<file path="src/rtl/txq_pkg.sv">
package txq_pkg;

    localparam logic [3:0] REG_CTRL   = 4'd0;
    localparam logic [3:0] REG_FLAGS  = 4'd1;
    localparam logic [3:0] REG_IRQEN  = 4'd2;
    localparam logic [3:0] REG_ENQ    = 4'd3;
    localparam logic [3:0] REG_MAXLEN = 4'd10;

    localparam int NUM_RINGS     = 2;
    localparam int RING_FIRST    = 4;
    localparam int RING_STRIDE   = 3;
    localparam int RING_OFS_BASE = 0;
    localparam int RING_OFS_LEN  = 1;
    localparam int RING_OFS_CUR  = 2;

    localparam int CTRL_EN  = 0;
    localparam int CTRL_DIS = 1;
    localparam int CTRL_HOU = 2;
    localparam int CTRL_RST = 3;

    typedef enum logic [1:0] {
        ENG_IDLE,
        ENG_FETCH,
        ENG_STATUS
    } eng_state_t;

    typedef struct packed {
        logic        urun;
        logic [14:0] rsvd;
        logic [15:0] len;
    } desc_t;

    typedef struct packed {
        logic [12:0] rsvd_hi;
        logic        urun;
        logic        len_err;
        logic        ok;
        logic [7:0]  rsvd_lo;
        logic [7:0]  idx;
    } status_t;

    typedef struct packed {
        logic urun_halt;
        logic len_err;
        logic eoc;
    } flags_t;

    function automatic status_t make_status(input logic [7:0] idx,
                                            input desc_t d,
                                            input logic [15:0] maxlen);
        status_t s;
        s         = '0;
        s.idx     = idx;
        s.urun    = d.urun;
        s.len_err = (d.len > maxlen);
        s.ok      = !(d.urun || (d.len > maxlen));
        return s;
    endfunction

    function automatic logic [3:0] ring_reg(input int ring, input int ofs);
        return 4'(RING_FIRST + RING_STRIDE * ring + ofs);
    endfunction

endpackage

</file>
<file path="src/rtl/txq_ring.sv">
module txq_ring #(
    parameter int AW = 8
) (
    input  logic          clk,
    input  logic          rst,
    input  logic          wr_base,
    input  logic          wr_len,
    input  logic          wr_cur,
    input  logic [AW-1:0] wdata,
    input  logic          step,
    output logic [AW-1:0] base,
    output logic [AW-1:0] len,
    output logic [AW-1:0] cur
);
    localparam int EW = AW + 1;

    logic [EW-1:0] end_a;
    logic [EW-1:0] inc_a;

    assign end_a = {1'b0, base} + {1'b0, len};
    assign inc_a = {1'b0, cur} + EW'(1);

    always_ff @(posedge clk) begin
        if (rst) begin
            base <= '0;
            len  <= '0;
            cur  <= '0;
        end else begin
            if (wr_base) base <= wdata;
            if (wr_len)  len  <= wdata;
            if (wr_cur) begin
                cur <= wdata;
            end else if (step) begin
                cur <= (inc_a >= end_a) ? base : inc_a[AW-1:0];
            end
        end
    end

    // a pointer that starts inside its ring stays inside it
    assert_in_ring_R3: assert property (@(posedge clk) disable iff (rst)
        (step && !wr_base && !wr_len && !wr_cur && len != '0 &&
         cur >= base && inc_a <= end_a)
        |=> (cur >= base) && ({1'b0, cur} < end_a));

endmodule

</file>
<file path="src/rtl/txq_ctrl.sv">
module txq_ctrl
    import txq_pkg::*;
#(
    parameter int CNT_W      = 16,
    parameter int RST_CYCLES = 4,
    parameter int MAXLEN_RST = 1518
) (
    input  logic             clk,
    input  logic             rst,
    input  logic             wr_ctrl,
    input  logic             wr_flags,
    input  logic             wr_irqen,
    input  logic             wr_enq,
    input  logic             wr_maxlen,
    input  logic [31:0]      wdata,
    input  logic             fetch,
    input  logic             halt,
    input  flags_t           set_flags,
    output logic             tx_en,
    output logic             hou,
    output logic             chan_rst,
    output logic [CNT_W-1:0] enq_cnt,
    output logic [15:0]      maxlen,
    output flags_t           flags,
    output flags_t           irq_en,
    output logic             irq
);
    localparam int RCW = $clog2(RST_CYCLES + 1);

    logic [RCW-1:0]   rst_cnt;
    logic [CNT_W-1:0] enq_add;
    logic [CNT_W-1:0] enq_nxt;
    logic             eoc_hit;
    flags_t           set_all;
    flags_t           clr;
    logic             unused_hi;

    assign unused_hi = ^wdata[31:16];
    assign chan_rst  = (rst_cnt != '0);

    always_comb begin
        enq_add     = wr_enq ? wdata[CNT_W-1:0] : '0;
        enq_nxt     = enq_cnt + enq_add - CNT_W'(fetch);
        eoc_hit     = fetch && (enq_nxt == '0);
        set_all     = set_flags;
        set_all.eoc = set_flags.eoc | eoc_hit;
        clr         = wr_flags ? flags_t'(wdata[2:0]) : flags_t'('0);
    end

    always_ff @(posedge clk) begin
        if (rst) begin
            tx_en   <= 1'b0;
            hou     <= 1'b0;
            rst_cnt <= '0;
            enq_cnt <= '0;
            maxlen  <= 16'(MAXLEN_RST);
            flags   <= '0;
            irq_en  <= '0;
        end else begin
            if (rst_cnt != '0) rst_cnt <= rst_cnt - RCW'(1);
            if (wr_ctrl) begin
                hou   <= wdata[CTRL_HOU];
                tx_en <= wdata[CTRL_EN] & ~wdata[CTRL_DIS];
                if (wdata[CTRL_RST]) begin
                    rst_cnt <= RCW'(RST_CYCLES);
                    tx_en   <= 1'b0;
                end
            end
            if (halt || chan_rst) tx_en <= 1'b0;
            enq_cnt <= chan_rst ? '0 : enq_nxt;
            flags   <= (flags & ~clr) | set_all;
            if (wr_irqen)  irq_en <= flags_t'(wdata[2:0]);
            if (wr_maxlen) maxlen <= wdata[15:0];
        end
    end

    assign irq = |(flags & irq_en);

    // a fetch without a concurrent host add lowers the count by one
    assert_enq_dec_R4: assert property (@(posedge clk) disable iff (rst)
        (fetch && !wr_enq && !chan_rst) |=> enq_cnt == $past(enq_cnt) - CNT_W'(1));

    // a write-one clears the length-error flag unless it is set again
    assert_w1c_R11: assert property (@(posedge clk) disable iff (rst)
        (wr_flags && wdata[1] && !set_flags.len_err) |=> !flags.len_err);

    // the channel reset counts down by one per cycle
    assert_rst_countdown_R8: assert property (@(posedge clk) disable iff (rst)
        (chan_rst && !(wr_ctrl && wdata[CTRL_RST])) |=> rst_cnt == $past(rst_cnt) - RCW'(1));

endmodule

</file>
<file path="src/rtl/txq_fsm.sv">
module txq_fsm
    import txq_pkg::*;
#(
    parameter int AW = 8
) (
    input  logic          clk,
    input  logic          rst,
    input  logic          chan_rst,
    input  logic          tx_en,
    input  logic          enq_nz,
    input  logic          hou,
    input  logic [15:0]   maxlen,
    input  logic [AW-1:0] dbase,
    input  logic [AW-1:0] dcur,
    input  logic [AW-1:0] scur,
    output logic          mem_req,
    output logic          mem_we,
    output logic [AW-1:0] mem_addr,
    output logic [31:0]   mem_wdata,
    input  logic          mem_gnt,
    input  logic [31:0]   mem_rdata,
    output logic          fetch,
    output logic          sstep,
    output logic          halt,
    output flags_t        set_flags,
    output logic          busy
);
    eng_state_t state_q;
    status_t    stat_q;
    logic       go;
    logic       unused_rd;

    assign unused_rd = ^mem_rdata[30:16];
    assign busy      = (state_q != ENG_IDLE);
    assign go        = mem_req && mem_gnt;

    always_comb begin
        mem_req   = 1'b0;
        mem_we    = 1'b0;
        mem_addr  = '0;
        mem_wdata = '0;
        fetch     = 1'b0;
        sstep     = 1'b0;
        halt      = 1'b0;
        set_flags = '0;
        unique case (state_q)
            ENG_FETCH: begin
                mem_req  = !chan_rst;
                mem_addr = dcur;
                fetch    = go;
            end
            ENG_STATUS: begin
                mem_req   = !chan_rst;
                mem_we    = 1'b1;
                mem_addr  = scur;
                mem_wdata = stat_q;
                sstep     = go;
                halt      = go && (stat_q.len_err || (stat_q.urun && hou));
                set_flags.len_err   = go && stat_q.len_err;
                set_flags.urun_halt = go && stat_q.urun && hou;
            end
            default: ;
        endcase
    end

    always_ff @(posedge clk) begin
        if (rst) begin
            state_q <= ENG_IDLE;
            stat_q  <= '0;
        end else if (chan_rst) begin
            state_q <= ENG_IDLE;
        end else begin
            unique case (state_q)
                ENG_IDLE: if (tx_en && enq_nz) state_q <= ENG_FETCH;
                ENG_FETCH: if (go) begin
                    stat_q  <= make_status(8'(dcur - dbase), desc_t'(mem_rdata), maxlen);
                    state_q <= ENG_STATUS;
                end
                ENG_STATUS: if (go) state_q <= ENG_IDLE;
                default: state_q <= ENG_IDLE;
            endcase
        end
    end

    // an ungranted request holds its address and direction
    assert_req_hold_R2: assert property (@(posedge clk) disable iff (rst || chan_rst)
        (mem_req && !mem_gnt) |=> (mem_req && $stable(mem_addr) && $stable(mem_we)));

    // descriptor reads only happen while work is pending
    assert_fetch_pending_R4: assert property (@(posedge clk) disable iff (rst)
        (mem_req && !mem_we) |-> enq_nz);

endmodule

</file>
<file path="src/rtl/txq_engine.sv">
module txq_engine
    import txq_pkg::*;
#(
    parameter int AW         = 8,
    parameter int CNT_W      = 16,
    parameter int RST_CYCLES = 4,
    parameter int MAXLEN_RST = 1518
) (
    input  logic          clk,
    input  logic          rst,
    input  logic          reg_wr,
    input  logic [3:0]    reg_addr,
    input  logic [31:0]   reg_wdata,
    output logic [31:0]   reg_rdata,
    output logic          mem_req,
    output logic          mem_we,
    output logic [AW-1:0] mem_addr,
    output logic [31:0]   mem_wdata,
    input  logic          mem_gnt,
    input  logic [31:0]   mem_rdata,
    output logic          irq
);
    localparam int DESC_RING = 0;
    localparam int STAT_RING = 1;

    logic             tx_en, hou, chan_rst, busy, lock;
    logic             fetch, sstep, halt;
    logic [CNT_W-1:0] enq_cnt;
    logic [15:0]      maxlen;
    flags_t           flags, irq_en, set_flags;
    logic [AW-1:0]    rb [NUM_RINGS];
    logic [AW-1:0]    rl [NUM_RINGS];
    logic [AW-1:0]    rc [NUM_RINGS];
    logic [NUM_RINGS-1:0] rstep;

    assign lock  = tx_en | busy;
    assign rstep = {sstep, fetch};

    txq_ctrl #(
        .CNT_W(CNT_W), .RST_CYCLES(RST_CYCLES), .MAXLEN_RST(MAXLEN_RST)
    ) u_ctrl (
        .clk(clk), .rst(rst),
        .wr_ctrl  (reg_wr && reg_addr == REG_CTRL),
        .wr_flags (reg_wr && reg_addr == REG_FLAGS),
        .wr_irqen (reg_wr && reg_addr == REG_IRQEN),
        .wr_enq   (reg_wr && reg_addr == REG_ENQ),
        .wr_maxlen(reg_wr && reg_addr == REG_MAXLEN),
        .wdata(reg_wdata), .fetch(fetch), .halt(halt), .set_flags(set_flags),
        .tx_en(tx_en), .hou(hou), .chan_rst(chan_rst), .enq_cnt(enq_cnt),
        .maxlen(maxlen), .flags(flags), .irq_en(irq_en), .irq(irq)
    );

    for (genvar gi = 0; gi < NUM_RINGS; gi++) begin : g_ring
        localparam logic [3:0] A_BASE = ring_reg(gi, RING_OFS_BASE);
        localparam logic [3:0] A_LEN  = ring_reg(gi, RING_OFS_LEN);
        localparam logic [3:0] A_CUR  = ring_reg(gi, RING_OFS_CUR);
        txq_ring #(.AW(AW)) u_ring (
            .clk(clk), .rst(rst),
            .wr_base(reg_wr && !lock && reg_addr == A_BASE),
            .wr_len (reg_wr && !lock && reg_addr == A_LEN),
            .wr_cur (reg_wr && !lock && reg_addr == A_CUR),
            .wdata(reg_wdata[AW-1:0]), .step(rstep[gi]),
            .base(rb[gi]), .len(rl[gi]), .cur(rc[gi])
        );
    end

    txq_fsm #(.AW(AW)) u_fsm (
        .clk(clk), .rst(rst), .chan_rst(chan_rst), .tx_en(tx_en),
        .enq_nz(enq_cnt != '0), .hou(hou), .maxlen(maxlen),
        .dbase(rb[DESC_RING]), .dcur(rc[DESC_RING]), .scur(rc[STAT_RING]),
        .mem_req(mem_req), .mem_we(mem_we), .mem_addr(mem_addr),
        .mem_wdata(mem_wdata), .mem_gnt(mem_gnt), .mem_rdata(mem_rdata),
        .fetch(fetch), .sstep(sstep), .halt(halt), .set_flags(set_flags),
        .busy(busy)
    );

    always_comb begin
        reg_rdata = '0;
        unique case (reg_addr)
            REG_CTRL:   reg_rdata = 32'({chan_rst, hou, 1'b0, tx_en});
            REG_FLAGS:  reg_rdata = 32'(flags);
            REG_IRQEN:  reg_rdata = 32'(irq_en);
            REG_ENQ:    reg_rdata = 32'(enq_cnt);
            REG_MAXLEN: reg_rdata = 32'(maxlen);
            default: begin
                for (int r = 0; r < NUM_RINGS; r++) begin
                    if (reg_addr == ring_reg(r, RING_OFS_BASE)) reg_rdata = 32'(rb[r]);
                    if (reg_addr == ring_reg(r, RING_OFS_LEN))  reg_rdata = 32'(rl[r]);
                    if (reg_addr == ring_reg(r, RING_OFS_CUR))  reg_rdata = 32'(rc[r]);
                end
            end
        endcase
    end

    // a halting status write drops the enable on the next cycle
    assert_halt_stops_R5: assert property (@(posedge clk) disable iff (rst)
        halt |=> !tx_en);

    // ring base writes are ignored while the channel is enabled
    assert_base_locked_R9: assert property (@(posedge clk) disable iff (rst)
        (tx_en && reg_wr && reg_addr == ring_reg(DESC_RING, RING_OFS_BASE))
        |=> $stable(rb[DESC_RING]));

endmodule

</file>
<file path="config.mk">
export PLATFORM = sky130hd
export DESIGN_NAME = txq_engine
export DESIGN_NICKNAME = d
export VERILOG_FILES = /design/src/rtl/txq_pkg.sv /design/src/rtl/txq_ring.sv /design/src/rtl/txq_ctrl.sv /design/src/rtl/txq_fsm.sv /design/src/rtl/txq_engine.sv
export SDC_FILE = /design/constraint.sdc
export NUM_CORES = 1
export LEC_CHECK = 0
export BUFFER_PORTS_ARGS = -buffer_cell sky130_fd_sc_hd__buf_2
export CAP_MARGIN = 40
export CORE_UTILIZATION = 25
export CTS_CLUSTER_DIAMETER = 200
export DETAILED_ROUTE_END_ITERATION = 16
export PLACE_DENSITY = 0.48
export SYNTH_ARGS = -nofsm -noshare
export SYNTH_HDL_FRONTEND = slang
export SYNTH_SLANG_ARGS = --single-unit
export TNS_END_PERCENT = 20
</file>
<file path="constraint.sdc">
create_clock -name clk -period 4.4 [get_ports clk]
set_input_delay 0 -clock clk [delete_from_list [all_inputs] [get_ports clk]]
set_output_delay 0 -clock clk [all_outputs]
set_load 0.01 [all_outputs]
</file>
**Yosys cells after proc, flatten, opt, wreduce, memory -nomap -nowiden**

Cells that the tools add are included.

- Register bits after elaboration: 104
- Word-level logic and storage cells: 127
- Output and inout bits: 75

- Add/subtract/negate cells: 8
- Equality and inequality tests: 15
- Reduce and logical (&&, ||, !) cells: 40
- Order comparisons: 3
- Mux-type cells: 31
- Bitwise gates (word level): 8

Operator list:

| kind | count |
|---|---|
| 2-to-1 mux 32 bit | 5 |
| case mux 32 bit (5 select lines) | 1 |
| 2-to-1 mux 8 bit | 7 |
| logical AND 1 bit | 20 |
| 2-to-1 mux 19 bit | 1 |
| adder 8 x 1 -> 9 bit, second input constant | 2 |
| adder 8 x 8 -> 9 bit | 2 |
| >= comparator 9 bit | 2 |
| adder 16 bit | 1 |
| equality test 4 x 3 -> 1 bit, second input constant | 4 |
| > comparator 16 bit | 1 |
| logical NOT 16 bit | 1 |
| 2-to-1 mux 16 bit | 1 |
| case mux 8 bit (2 select lines) | 1 |
| nonzero test 16 bit | 1 |
| subtractor 16 x 1 -> 16 bit | 1 |
| equality test 4 bit, second input constant | 3 |
| 2-to-1 mux 3 bit | 4 |
| equality test 4 x 2 -> 1 bit, second input constant | 2 |
| 2-to-1 mux 2 bit | 4 |
| subtractor 8 bit | 1 |
| AND 3 bit | 2 |
| 2-to-1 mux 1 bit | 6 |
| inequality test 2 x 1 -> 1 bit, second input constant | 3 |
| other kinds (19) | 29 |

**Depth between registers and ports, before layout**

- Depth in word-level cells: 9
- Gate-level depth with buffers: 19
- Mapped depth without buffers: 17

**Hierarchy**

Synthesis repeated with hierarchy kept, for this count alone.

- Cell total of the unflattened synthesis: 1,033
- Area total of the unflattened synthesis: 8,530.7 µm²

Modules (own cells, without submodules):

| module | area each (µm²) | seq. area each (µm²) | cells each | times used |
|---|---|---|---|---|
| txq_ctrl | 2,478.6 | 860.8 | 295 | 1 |
| txq_fsm | 1,711.6 | 260.2 | 230 | 1 |
| txq_ring at g_ring[1].u_ring | 1,632.8 | 480.5 | 187 | 1 |
| txq_ring at g_ring[0].u_ring | 1,591.5 | 480.5 | 174 | 1 |
| txq_engine | 1,116.1 | 0.0 | 147 | 1 |

**Worst setup path after synthesis**

No wires, ideal clock.

- Path type: register to register
- Start: register u_fsm.state_q[0]
- End: register, netlist name u_ctrl.flags[0]
- Required time: 4.313 ns
- Data arrival time: 4.027 ns
- Library setup time: 0.087 ns
- Path buffers: 2
- Slack: 0.286 ns
- Stages on the path, launching flop included: 20
- Period minus slack after synthesis: 4.114 ns
- Cell sequence: dfxtp_1 > inv_1 > ha_1 > and4b_1 > nand2_1 > inv_1 > clkbuf_1 > buf_1 > ha_1 > inv_1 > ha_1 > fa_1 > a211oi_1 > o21a_1 > o21bai_1 > a21o_1 > a21oi_1 > xor2_1 > nand2_1 > o31ai_1

- Cells in the longest elaborated chain, start to end: 9

RTL lines:

| element | RTL line | text |
|---|---|---|
| start: declaration | txq_fsm.sv:28 | `eng_state_t state_q;` |
| start signal: assignment | txq_fsm.sv:68 | `state_q <= ENG_IDLE;` |
| start signal: assignment | txq_fsm.sv:71 | `state_q <= ENG_IDLE;` |
| start signal: assignment | txq_fsm.sv:74 | `ENG_IDLE: if (tx_en && enq_nz) state_q <= ENG_FETCH;` |
| equality test 2 x 1 -> 1 bit or equality test 2 bit (tied branches) | txq_fsm.sv:46 | `unique case (state_q)` |
| OR reduction 2 bit (no line) | - |  |
| 2-to-1 mux 1 bit | - |  |
| logical AND 1 bit | txq_fsm.sv:35 | `assign go = mem_req && mem_gnt;` |
| 2-to-1 mux 1 bit * | txq_fsm.sv:46 |  |
| subtractor 16 x 1 -> 16 bit | txq_ctrl.sv:43 | `enq_nxt = enq_cnt + enq_add - CNT_W'(fetch);` |
| logical NOT 16 bit | txq_ctrl.sv:44 | `eoc_hit = fetch && (enq_nxt == '0);` |
| logical AND 1 bit * | txq_ctrl.sv:44 |  |
| OR 3 bit * | txq_ctrl.sv:71 | `flags <= (flags & ~clr) \| set_all;` |

Every way passes the cells marked *; elsewhere a longest branch is shown, timed or not.
A chain may end at the register's enable or synchronous reset.

**Worst setup path after layout**

- Start: register g_ring[1].u_ring.len[1]
- End: register g_ring[1].u_ring.cur[6]

- Cells in the longest elaborated chain, start to end: 5

RTL lines:

| element | RTL line | text |
|---|---|---|
| start: declaration | txq_ring.sv:12 | `output logic [AW-1:0] len,` |
| start signal: assignment | txq_ring.sv:30 | `if (wr_len) len <= wdata;` |
| adder 8 x 8 -> 9 bit | txq_ring.sv:20 | `assign end_a = {1'b0, base} + {1'b0, len};` |
| >= comparator 9 bit | txq_ring.sv:34 | `cur <= (inc_a >= end_a) ? base : inc_a[AW-1:0];` |
| 2-to-1 mux 8 bit | txq_ring.sv:34 |  |
| 2-to-1 mux 8 bit | txq_ring.sv:33 | `end else if (step) begin` |
| 2-to-1 mux 8 bit | txq_ring.sv:31 | `if (wr_cur) begin` |
| end signal: assignment | txq_ring.sv:32 | `cur <= wdata;` |
| end signal: assignment | txq_ring.sv:34 |  |
| end: declaration | txq_ring.sv:13 | `output logic [AW-1:0] cur` |

Every way passes these cells. The select of a mux whose other input is x is not followed.

==> run_results.csv <==
group,metric,value,unit
cells_and_area,final_common_cell,"nor2_1",
cells_and_area,stdcell_count,1608,
die,rows,67,
worst_setup_path,cp.arrival,4.08,ns
logic_synthesis,synth_cell_types,69,
worst_setup_path,cp_common_cell,"a21oi_1",
logic_synthesis,syn_area,8561,um^2
global_route,grtUsageTotal,16.08,%
min_path,hold_start,"reg_wdata[3]",
global_route,grt_overflow,0,
die,core,33620,um^2
worst_setup_path,worstPathRequired,4.62,ns
global_route,grt_pass1_wl,43700,um
power,powerDensity,317.8,nW/um^2
cells_and_area,fin_nets,1327,
worst_setup_path,cp_num_buf_inv,0,
timing,slew_violations,0,
die,start_util,25.47,%
timing,setup_viol,0,
clock_network,ctsHtreeMaxLevel,3,
route,drc,0,
min_path,holdPathEnd,"u_ctrl.rst_cnt[2]",
cells_and_area,n_antenna_cell,0,
logic_synthesis,yosysTopAreaCellShare,24.32,%
route,highest_layer,"met4",
logic_synthesis,seq_area_frac_synth,24.32,%
worst_setup_path,path_class,"reg -> reg",
route,via_per_inst,4.853,
clock_network,clk_path_buf_depth,2,
route,dr.pass1.iters,5,
logic_synthesis,avgSynthCellArea,7.847,um^2
timing,tightest_slew,0.9187,ns
power,power.share.combinational,40.1,%
timing,rsz0062_at_grt,"false",
worst_setup_path,r2r_start,"g_ring[1].u_ring.len[1]",
timing,timing.hold.ws,0.03318,ns
logic_synthesis,synthArstFlopShare,0,%
timing,tns,0,ns
clock_network,cts_buffers,9,
power,p_switching,1.173,mW
route,drtIter0Drc,527,
die,die_y,187.1,um
power,max-vdd-ir-drop,0.1753,mV
min_path,hold_depth,3,
placement,dp.cells,1582,
timing,setup_ws,0.5362,ns
route,wl_met3,1170,um
logic_synthesis,synth-edff-count,0,
timing,relSlewSlack,38.75,%
logic_synthesis,syn_inst,1091,
global_route,grt_max_degree,72,
route,wl_met1,13240,um
timing,max_freq,258.8,MHz
clock_network,cts_tree,"built",
placement,hpwl,21480,um
die,dieArea,34990,um^2
power,leakage,4.206,nW
logic_synthesis,ys_warn_count,0,
min_path,hp-class,"in -> reg",
timing,min_period_over_period,87.81,%
logic_synthesis,synth.largest_area_cell,"dfxtp_1",
power,p_int,1.923,mW
global_route,antenna_found_initial,1,
power,p_clk_share,26.0,%
worst_setup_path,path_delay_family,"compound AO/OA/AOI/OAI gates",
placement,port_buffers,78,
clock_network,path_clk_slew,0.08,ns
run_status,status,"finished, final reports clean",
cells_and_area,layout_common_cells,"120 x nor2_1, 104 x dfxtp_1, 98 x nand2_1",
logic_synthesis,synth-seq-cells,104,
worst_setup_path,r2r_slack,0.54,ns
worst_setup_path,cpMaxStageDelayCell,"a311oi_4",
worst_setup_path,startpoint_type,"flip-flop",
clock_network,cts_sinks,104,
route,dr_wl_met2,13030,um
timing,hold_viol_final,0,
placement,place_congestion,0.8516,
route,post_drt_wl_per_cell,17.47,um
clock_network,cts_setup_buffers,0,
route,final_antenna_net_count,0,
worst_setup_path,r2r_end,"g_ring[1].u_ring.cur[6]",
global_route,grt_pass1_vias,7503,
logic_synthesis,synthTopCellsByArea,"dfxtp_1 24%, ha_1 14%, nor2_1 5.3%, mux2i_1 5.1%, a21oi_1 4.4%",
placement,dpl_worst_slack,0.5024,ns
die,boundaryPins,147,
timing,fin_crit,3.864,ns
power,total_power,3.097,mW
route,wl,28090,um
power,p_sw_share,37.88,%
worst_setup_path,path_cells,"ha_1, a21o_1, a21oi_1, o21bai_1, a21oi_1, o21bai_1, a21oi_1, xor2_1, ha_1, o21a_1, o21a_1, a311oi_4, mux2_2, a21oi_1, o31ai_1",
clock_network,clock_latency,0.36,ns
run,maxCapViolCount,0,
timing,fin_worst_skew,0.009734,ns
worst_setup_path,cp_max_fo,10,
route,vias,7804,
logic_synthesis,synth_ff_type,"dfxtp_1",
power,seqPwrFrac,33.9,%
clock_network,clockRootBuffer,"clkbuf_16",
cells_and_area,syn2layout_area_growth,13.81,%
worst_setup_path,ff2ff_path_depth,15,
worst_setup_path,endpoint_kind,"flip-flop",
cells_and_area,drive_gt1_share,11.72,%
worst_setup_path,critPathMaxStageDelay,0.58,ns
die,dieWidth,187.1,um
==> area by class of cell <==
class	instances	area [um^2]
Multi-Input combinational cell	835	5766
Tap cell	448	560.5
Clock buffer	11	252.7
Clock inverter	5	31.28
Sequential cell	104	2082
Timing Repair Buffer	112	701.9
Inverter	93	349.1
Fill cell	3694	23870
==> worst max path at each step <==
stage / startpoint / to / cells after the start
global route: g_ring[1].u_ring.len[0] / g_ring[1].u_ring.cur[1] / 16
global placement: reg_addr[3] / u_ctrl.flags[0] / 15
CTS: g_ring[1].u_ring.len[0] / g_ring[1].u_ring.cur[1] / 16
floorplan: u_fsm.state_q[0] / u_ctrl.flags[0] / 19
detailed placement: reg_addr[3] / u_ctrl.flags[0] / 15
finish: g_ring[1].u_ring.len[1] / g_ring[1].u_ring.cur[6] / 15
==> sequential cells by signal, indices dropped and copies added (netlist names) <==
signal	cells
g_ring.u_ring.base	16
g_ring.u_ring.cur	16
g_ring.u_ring.len	16
u_ctrl.enq_cnt	16
u_ctrl.flags	3
u_ctrl.hou	1
u_ctrl.irq_en	3
u_ctrl.maxlen	16
u_ctrl.rst_cnt	3
u_ctrl.tx_en	1
u_fsm.stat_q	11
u_fsm.state_q	2
==> what timing repair did <==
item,in CTS,in global routing
hold buffers,10,0
endpoints found under the hold margin,13,0
resized for setup,0,0
==> worst min-delay path, stage by stage <==
cell     delay [ns]
buf_2          0.20
nand2_1        0.09
a21oi_1        0.05
==> synth_stat cells (9+ instances only) <==
cell type,n
nor2_1,120
dfxtp_1,104
nand2_1,98
ha_1,96
inv_1,92
a21oi_1,76
clkbuf_1,49
mux2i_1,44
buf_4,37
xnor2_1,29
o21ai_0,25
and3_1,23
and2_1,20
nand3_1,20
o211ai_1,20
nor2b_1,19
a22oi_1,18
a21o_1,17
xor2_1,15
a211oi_1,13
nand2b_1,12
nor3_1,12
a22o_1,10
o21a_1,9
o21bai_1,9
==> stage by stage <==
step           util (%)  cell area (um^2)
6_report          28.98              9743
5_1_grt           28.98              9743
4_1_cts           28.98              9743
3_5_place_dp      27.84              9359
3_3_place_gp      27.64              9290
2_1_floorplan         -              8696
==> kinds of logic after synthesis <==
family | synth area share, %
flip-flops | 24.32
XOR/XNOR | 4.502
multiplexers | 7.512
buffers and inverters | 9.909
adder cells (fa/ha/maj) | 14.97
AO/OA/AOI/OAI | 19.51
other | 0.04380
AND/OR/NAND/NOR | 19.23
==> metal layers <==
layer | track usage (%) | vias to the layer above
li1 | - | 3863
met1 | 21.52 | 3690
met2 | 26.71 | 218
met3 | 1.989 | 33
met4 | 5.170 | 0
met5 | 0 | -
==> power by group through the flow <==
stage	registers [mW]	clock network [mW]	logic, mW
6_report	1.05	0.806	1.24
2_1_floorplan	1.05	0	0.962
3_5_place_dp	1.07	0	1.23
3_3_place_gp	1.07	0	1.23
4_1_cts	1.05	0.831	1.25
5_1_grt	1.06	0.865	1.40
Note: power is estimated with default switching activity, not from simulation.
